File: src/rtl/fdt_pkg.sv
package fdt_pkg;

    typedef enum logic [1:0] {
        MV_NONE = 2'd0,
        MV_ABS  = 2'd1,
        MV_IN   = 2'd2,
        MV_OUT  = 2'd3
    } move_e;

    localparam logic [7:0] ST0_SEEK_END = 8'h20;
    localparam logic [7:0] ST0_IDLE     = 8'h80;

    typedef struct packed {
        logic       done;
        logic       two;
        logic [7:0] b0;
        logic [7:0] b1;
    } sense_res_t;

endpackage

File: src/rtl/fdt_target_calc.sv
module fdt_target_calc
    import fdt_pkg::*;
#(
    parameter int CYL_W = 8
) (
    input  move_e            kind_i,
    input  logic [CYL_W-1:0] pcn_i,
    input  logic [CYL_W-1:0] arg_i,
    output logic [CYL_W-1:0] tgt_o
);

    logic [CYL_W:0] sum;

    always_comb begin
        sum = {1'b0, pcn_i} + {1'b0, arg_i};
        unique case (kind_i)
            MV_ABS:  tgt_o = arg_i;
            MV_IN:   tgt_o = sum[CYL_W] ? {CYL_W{1'b1}} : sum[CYL_W-1:0];
            MV_OUT:  tgt_o = (arg_i > pcn_i) ? '0 : pcn_i - arg_i;
            default: tgt_o = pcn_i;
        endcase
    end

endmodule

File: src/rtl/fdt_drive_slot.sv
module fdt_drive_slot #(
    parameter int CYL_W = 8
) (
    input  logic             clk,
    input  logic             rst_n,
    input  logic             hit_i,
    input  logic [CYL_W-1:0] tgt_i,
    input  logic             head_i,
    input  logic             media_i,
    input  logic             ack_i,
    output logic [CYL_W-1:0] pcn_o,
    output logic             head_o,
    output logic             pend_o,
    output logic             chg_o
);

    typedef struct packed {
        logic [CYL_W-1:0] pcn;
        logic             head;
        logic             pend;
        logic             chg;
    } slot_t;

    slot_t s_d, s_q;

    always_comb begin
        s_d = s_q;
        if (hit_i) begin
            s_d.pcn  = tgt_i;
            s_d.head = head_i;
            s_d.pend = 1'b1;
            if (media_i && (tgt_i != s_q.pcn)) begin
                s_d.chg = 1'b0;
            end
        end else if (ack_i) begin
            s_d.pend = 1'b0;
        end
        if (!media_i) begin
            s_d.chg = 1'b1;
        end
    end

    always_ff @(posedge clk or negedge rst_n) begin
        if (!rst_n) begin
            s_q <= '{pcn: '0, head: 1'b0, pend: 1'b0, chg: 1'b1};
        end else begin
            s_q <= s_d;
        end
    end

    assign pcn_o  = s_q.pcn;
    assign head_o = s_q.head;
    assign pend_o = s_q.pend;
    assign chg_o  = s_q.chg;

    // no media means the latch reads set on the next cycle
    a_r2_absent_sets: assert property (@(posedge clk) disable iff (!rst_n)
        !media_i |=> s_q.chg);

    // the latch only falls when the cylinder really changed
    a_r4_clear_on_step: assert property (@(posedge clk) disable iff (!rst_n)
        $fell(s_q.chg) |-> ($past(s_q.pcn) != s_q.pcn));

    // the cylinder only changes after a command addressed this drive
    a_r5_pcn_needs_cmd: assert property (@(posedge clk) disable iff (!rst_n)
        !$stable(s_q.pcn) |-> $past(hit_i));

    // an acknowledged report is gone on the next cycle
    a_r9_ack_clears: assert property (@(posedge clk) disable iff (!rst_n)
        (ack_i && !hit_i) |=> !s_q.pend);

endmodule

File: src/rtl/fdt_sense_pick.sv
module fdt_sense_pick #(
    parameter int NUM_DRIVES = 4,
    localparam int DRV_W = (NUM_DRIVES > 1) ? $clog2(NUM_DRIVES) : 1
) (
    input  logic [NUM_DRIVES-1:0] pend_i,
    output logic                  found_o,
    output logic [DRV_W-1:0]      idx_o
);

    always_comb begin
        found_o = 1'b0;
        idx_o   = '0;
        for (int i = NUM_DRIVES - 1; i >= 0; i--) begin
            if (pend_i[i]) begin
                found_o = 1'b1;
                idx_o   = DRV_W'(i);
            end
        end
    end

endmodule

File: src/rtl/seek_tracker.sv
module seek_tracker
    import fdt_pkg::*;
#(
    parameter int NUM_DRIVES = 4,
    parameter int CYL_W      = 8,
    localparam int DRV_W = (NUM_DRIVES > 1) ? $clog2(NUM_DRIVES) : 1
) (
    input  logic                  clk,
    input  logic                  rst_n,
    input  logic                  seek_abs_i,
    input  logic                  seek_in_i,
    input  logic                  seek_out_i,
    input  logic                  sense_i,
    input  logic [DRV_W-1:0]      drv_sel_i,
    input  logic                  head_sel_i,
    input  logic [CYL_W-1:0]      cyl_arg_i,
    input  logic [NUM_DRIVES-1:0] media_i,
    input  logic [DRV_W-1:0]      view_drv_i,
    output logic [CYL_W-1:0]      pcn_o,
    output logic [7:0]            dir_o,
    output logic                  int_pend_o,
    output logic                  sense_done_o,
    output logic                  sense_two_o,
    output logic [7:0]            sense_b0_o,
    output logic [7:0]            sense_b1_o
);

    move_e                 kind;
    logic                  sense_act;
    logic [CYL_W-1:0]      pcn_w [NUM_DRIVES];
    logic [NUM_DRIVES-1:0] head_w, pend_w, chg_w, hit_w, ack_w;
    logic [CYL_W-1:0]      tgt;
    logic                  found;
    logic [DRV_W-1:0]      pick;
    sense_res_t            r_d, r_q;

    always_comb begin
        if (seek_abs_i)      kind = MV_ABS;
        else if (seek_in_i)  kind = MV_IN;
        else if (seek_out_i) kind = MV_OUT;
        else                 kind = MV_NONE;
        sense_act = sense_i && (kind == MV_NONE);
    end

    fdt_target_calc #(.CYL_W(CYL_W)) i_calc (
        .kind_i (kind),
        .pcn_i  (pcn_w[drv_sel_i]),
        .arg_i  (cyl_arg_i),
        .tgt_o  (tgt)
    );

    fdt_sense_pick #(.NUM_DRIVES(NUM_DRIVES)) i_pick (
        .pend_i  (pend_w),
        .found_o (found),
        .idx_o   (pick)
    );

    for (genvar g = 0; g < NUM_DRIVES; g++) begin : g_slot
        assign hit_w[g] = (kind != MV_NONE) && (drv_sel_i == DRV_W'(g));
        assign ack_w[g] = sense_act && found && (pick == DRV_W'(g));

        fdt_drive_slot #(.CYL_W(CYL_W)) i_slot (
            .clk     (clk),
            .rst_n   (rst_n),
            .hit_i   (hit_w[g]),
            .tgt_i   (tgt),
            .head_i  (head_sel_i),
            .media_i (media_i[g]),
            .ack_i   (ack_w[g]),
            .pcn_o   (pcn_w[g]),
            .head_o  (head_w[g]),
            .pend_o  (pend_w[g]),
            .chg_o   (chg_w[g])
        );
    end

    always_comb begin
        r_d      = r_q;
        r_d.done = sense_act;
        if (sense_act) begin
            if (found) begin
                r_d.two = 1'b1;
                r_d.b0  = ST0_SEEK_END | (8'(head_w[pick]) << 2) | 8'(pick);
                r_d.b1  = 8'(pcn_w[pick]);
            end else begin
                r_d.two = 1'b0;
                r_d.b0  = ST0_IDLE;
                r_d.b1  = 8'h00;
            end
        end
    end

    always_ff @(posedge clk or negedge rst_n) begin
        if (!rst_n) begin
            r_q <= '0;
        end else begin
            r_q <= r_d;
        end
    end

    assign pcn_o        = pcn_w[view_drv_i];
    assign dir_o        = {chg_w[view_drv_i], 7'b0};
    assign int_pend_o   = |pend_w;
    assign sense_done_o = r_q.done;
    assign sense_two_o  = r_q.two;
    assign sense_b0_o   = r_q.b0;
    assign sense_b1_o   = r_q.b1;

    // a one-byte answer only when nothing was pending before the sense
    a_r8_idle_reply: assert property (@(posedge clk) disable iff (!rst_n)
        (sense_done_o && !sense_two_o) |-> $past(!int_pend_o));

    // a seek strobe keeps a coincident sense from being answered
    a_r11_seek_blocks_sense: assert property (@(posedge clk) disable iff (!rst_n)
        (seek_abs_i || seek_in_i || seek_out_i) |=> !sense_done_o);

    // a two-byte answer always carries the seek-end status bit
    a_r9_report_status: assert property (@(posedge clk) disable iff (!rst_n)
        (sense_done_o && sense_two_o) |-> (sense_b0_o[7:5] == 3'b001));

endmodule

File: config.mk
export PLATFORM = sky130hd
export DESIGN_NAME = seek_tracker
export DESIGN_NICKNAME = d
export VERILOG_FILES = /design/src/rtl/fdt_pkg.sv /design/src/rtl/fdt_target_calc.sv /design/src/rtl/fdt_drive_slot.sv /design/src/rtl/fdt_sense_pick.sv /design/src/rtl/seek_tracker.sv
export SDC_FILE = /design/constraint.sdc
export NUM_CORES = 1
export LEC_CHECK = 0
export BUFFER_PORTS_ARGS = -buffer_cell sky130_fd_sc_hd__buf_4
export CORE_UTILIZATION = 50
export CTS_CLUSTER_DIAMETER = 40
export DETAILED_ROUTE_END_ITERATION = 6
export PLACE_DENSITY_LB_ADDON = 0.12
export SLEW_MARGIN = 0
export SYNTH_ARGS = -nofsm -noshare
export SYNTH_HDL_FRONTEND = slang
export SYNTH_HIERARCHICAL = 1
export SYNTH_SLANG_ARGS = --single-unit
export TNS_END_PERCENT = 1
File: constraint.sdc
create_clock -name clk -period 3.45 [get_ports clk]
set_input_delay 0.1725 -clock clk [delete_from_list [all_inputs] [get_ports clk]]
set_output_delay 0.1725 -clock clk [all_outputs]
set_load 0.05 [all_outputs]
==> flow_summary.json <==
{
  "status": "finished, violations left",
  "violations": "setup timing",
  "portBuffers": 47,
  "crit_required_ps": 3700,
  "cp.arrival_ps": 3870,
  "cp-end-kind": "flip-flop",
  "ys_warn_count": 6,
  "path_cells": "mux4_2 -> inv_2 -> ha_4 -> inv_2 -> fa_2 -> a211oi_4 -> nor2_2 -> o211a_1 -> o21bai_4 -> a211oi_2 -> a311o_2 -> xor2_1 -> nor4_1 -> nand2_1 -> a31oi_1",
  "grt_setup_unrepaired": "yes",
  "synth_top_area_share_pct": 31.0,
  "fin_ws_ps": -171,
  "drc": 0,
  "ant_nets": 0,
  "core_area_um2": 8340,
  "crit_path_start_kind": "flip-flop",
  "cts_sinks": 58,
  "cts_made_buffers": 9,
  "clock_latency_ps": 340,
  "cp_num_buf_inv": 2,
  "grt_overflow_total": 0,
  "hold_class": "input pin to flip-flop",
  "setup_viol": 8,
  "grt_max_degree": 59,
  "synth_edf_count": 0,
  "fmax_mhz": 276,
  "chipHeight_um": 95.3,
  "yosysSeqAreaShare_pct": 33.4,
  "grt_pass1_vias": 3524,
  "final-hold-violation-count": 0,
  "syn_area_um2": 4350,
  "first_pass_iters": 4,
  "clock-root-buffer": "clkbuf_8",
  "drt-total-wl_mm": 11.2,
  "drive_gt1_share_pct": 47.3,
  "antenna_cells": 0,
  "skew_ps": 8.16,
  "stdcell_count": 621,
  "crit_path_top_delay_cell": "mux4_2",
  "wl_met2_mm": 5.61,
  "critPathMaxFanout": 4,
  "routed.top_layer": "met4",
  "worst_pin_slew_ps": 936,
  "hold_slack_ps": 19.2,
  "critPathTopFamily": "compound AO/OA/AOI/OAI gates",
  "gp_congestion": 0.958,
  "netlist_top_cells_area": "dfrtp_1 (31%), mux4_2 (14%), mux2_2 (9.8%)",
  "cts-htree-levels": 3,
  "initial_core_util_pct": 52.2,
  "syn2layout_area_growth_pct": 28.7,
  "place_hpwl_mm": 8.37,
  "synthCells": 393,
  "yosysMostFrequentCell": "dfrtp_1",
  "via_per_inst": 5.71,
  "final_net_count": 553,
  "wl_per_cell_um": 18.1,
  "clockBufferDepth": 2,
  "yosys.area.top_type": "dfrtp_1",
  "num_rows": 33,
  "path_class": "flip-flop to flip-flop",
  "synth-main-ff-cell": "dfrtp_1",
  "cts.clk_slew.worst_paths_ps": 60,
  "die-area_um2": 9090,
  "ys_ff_latch": 58,
  "ios": 58,
  "crit_top_cell": "inv_2",
  "syn_avg_cell_area_um2": 11.1,
  "worst_ir_drop_vdd_uv": 490,
  "wl_met3_um": 529,
  "dp_cells": 595,
  "max_cap_viol_count": 0,
  "slew_headroom_pct": 37.6,
  "vias": 3548,
  "wl_met1_mm": 4.91,
  "grt_pass1_wl_mm": 17.7,
  "leakage_nw": 2.49,
  "drtIter0Drc": 186,
  "timing.final.crit_share_pct": 105,
  "die_w_um": 95.3,
  "grt_use_total_pct": 26.4,
  "async_flop_share_pct": 100,
  "cts_tree": "yes",
  "p_per_area_nw_per_um2": 904,
  "slew_viol_final": 0,
  "fin_crit_ps": 3620,
  "worst_path_largest_cell_delay_ps": 550,
  "synth.distinct_cells": 59,
  "grt_antenna_before_repair": 0,
  "synth.cells.most_frequent": "dfrtp_1 (54), mux2_2 (38), xor2_1 (33)"
}
## cell usage in the layout, fill, tap and decap left out, types with 6 or more instances in the layout
cell / instances
buf_4: 122
dfrtp_1: 54
mux2_2: 36
xor2_1: 33
mux4_2: 27
nor2_1: 21
inv_1: 19
o21ai_0: 18
nand2_1: 17
ha_1: 15
conb_1: 10
clkbuf_8: 10
a22o_1: 9
a21oi_1: 9
nand2b_1: 7
a21o_1: 6
nor3_1: 6
nor2b_1: 6
## area by class of cell
cell class              instances  area [um^2]
flip-flops and latches         58         1460
inverters                      22         85.1
multi-input cells             292         2780
clock inverters                 5         30.0
clock buffers                  11          141
repair buffers                128          980
well taps                     105          131
fillers                       667         2740
## worst paths after layout
kind	start	end	slack [ps]	depth (start not counted)
worst min register to register	sense_b0_o[1]	sense_b0_o[1]	470	2
min in group asynchronous	rst_n	g_slot[2].i_slot/pcn_o[5]	450	2
max in group asynchronous	rst_n	sense_b0_o[1]	2520	2
worst max register to register	g_slot[3].i_slot/pcn_o[0]	g_slot[1].i_slot/chg_o	-170	15
worst max-delay path	g_slot[3].i_slot/pcn_o[0]	g_slot[1].i_slot/chg_o	-170	15
worst min-delay path	media_i[0]	g_slot[0].i_slot/chg_o	20	2
## power by group
group          internal, mW  switching (mW)  total, mW
Clock                 0.276           0.273      0.549
Sequential            0.936           0.137       1.07
Combinational          1.64            1.81       3.45
## sequential cells by signal (all words and copies together) (netlist names)
signal	cells
sense_b1_o	8
g_slot.i_slot/chg_o	4
sense_done_o	1
g_slot.i_slot/head_o	4
g_slot.i_slot/pcn_o	32
sense_b0_o	5
g_slot.i_slot/pend_o	4
## timing repair
| action | 4_1_cts | 5_1_grt |
|---|---|---|
| hold buffers | 3 | 0 |
| setup endpoints to repair | 16 | 23 |
| endpoints found under the hold margin | 56 | 0 |
| pin swaps | 12 | 16 |
| buffers inserted | 6 | 1 |
| resized for setup | 11 | 20 |
| cloned | 0 | 0 |
## kinds of logic after synthesis
logic type	after synthesis	share of synthesized area (%)
compound gates	73	12.0
fa+ha+maj	19	5.80
simple gates	88	10.9
flops	58	33.4
other cells	1	0.0861
buf+inv	52	6.44
mux	67	24.3
xor+xnor	35	7.04
## metrics by stage
| step | utilization (%) | setup TNS (ps) | cell area (um^2) | power (mW) | worst slack (ps) |
|---|---|---|---|---|---|
| after floorplan | - | 0 | 4390 | 3.14 | 1.66 |
| after global placement | 62.5 | -970 | 5220 | 4.23 | -283 |
| after detailed placement | 62.5 | -1580 | 5220 | 4.28 | -375 |
| after CTS | 65.9 | -1240 | 5500 | 4.93 | -255 |
| after global routing | 67.2 | -1630 | 5600 | 5.36 | -305 |
| final | 67.2 | -680 | 5600 | 5.07 | -171 |
## routing by layer
metal  vias to the layer above  track usage [%]
li1                       1657                -
met1                      1756             36.0
met5                         -                0
met2                       115             43.2
met4                         0             8.33
met3                        20             3.83
Power figures use the tool's default switching activity.
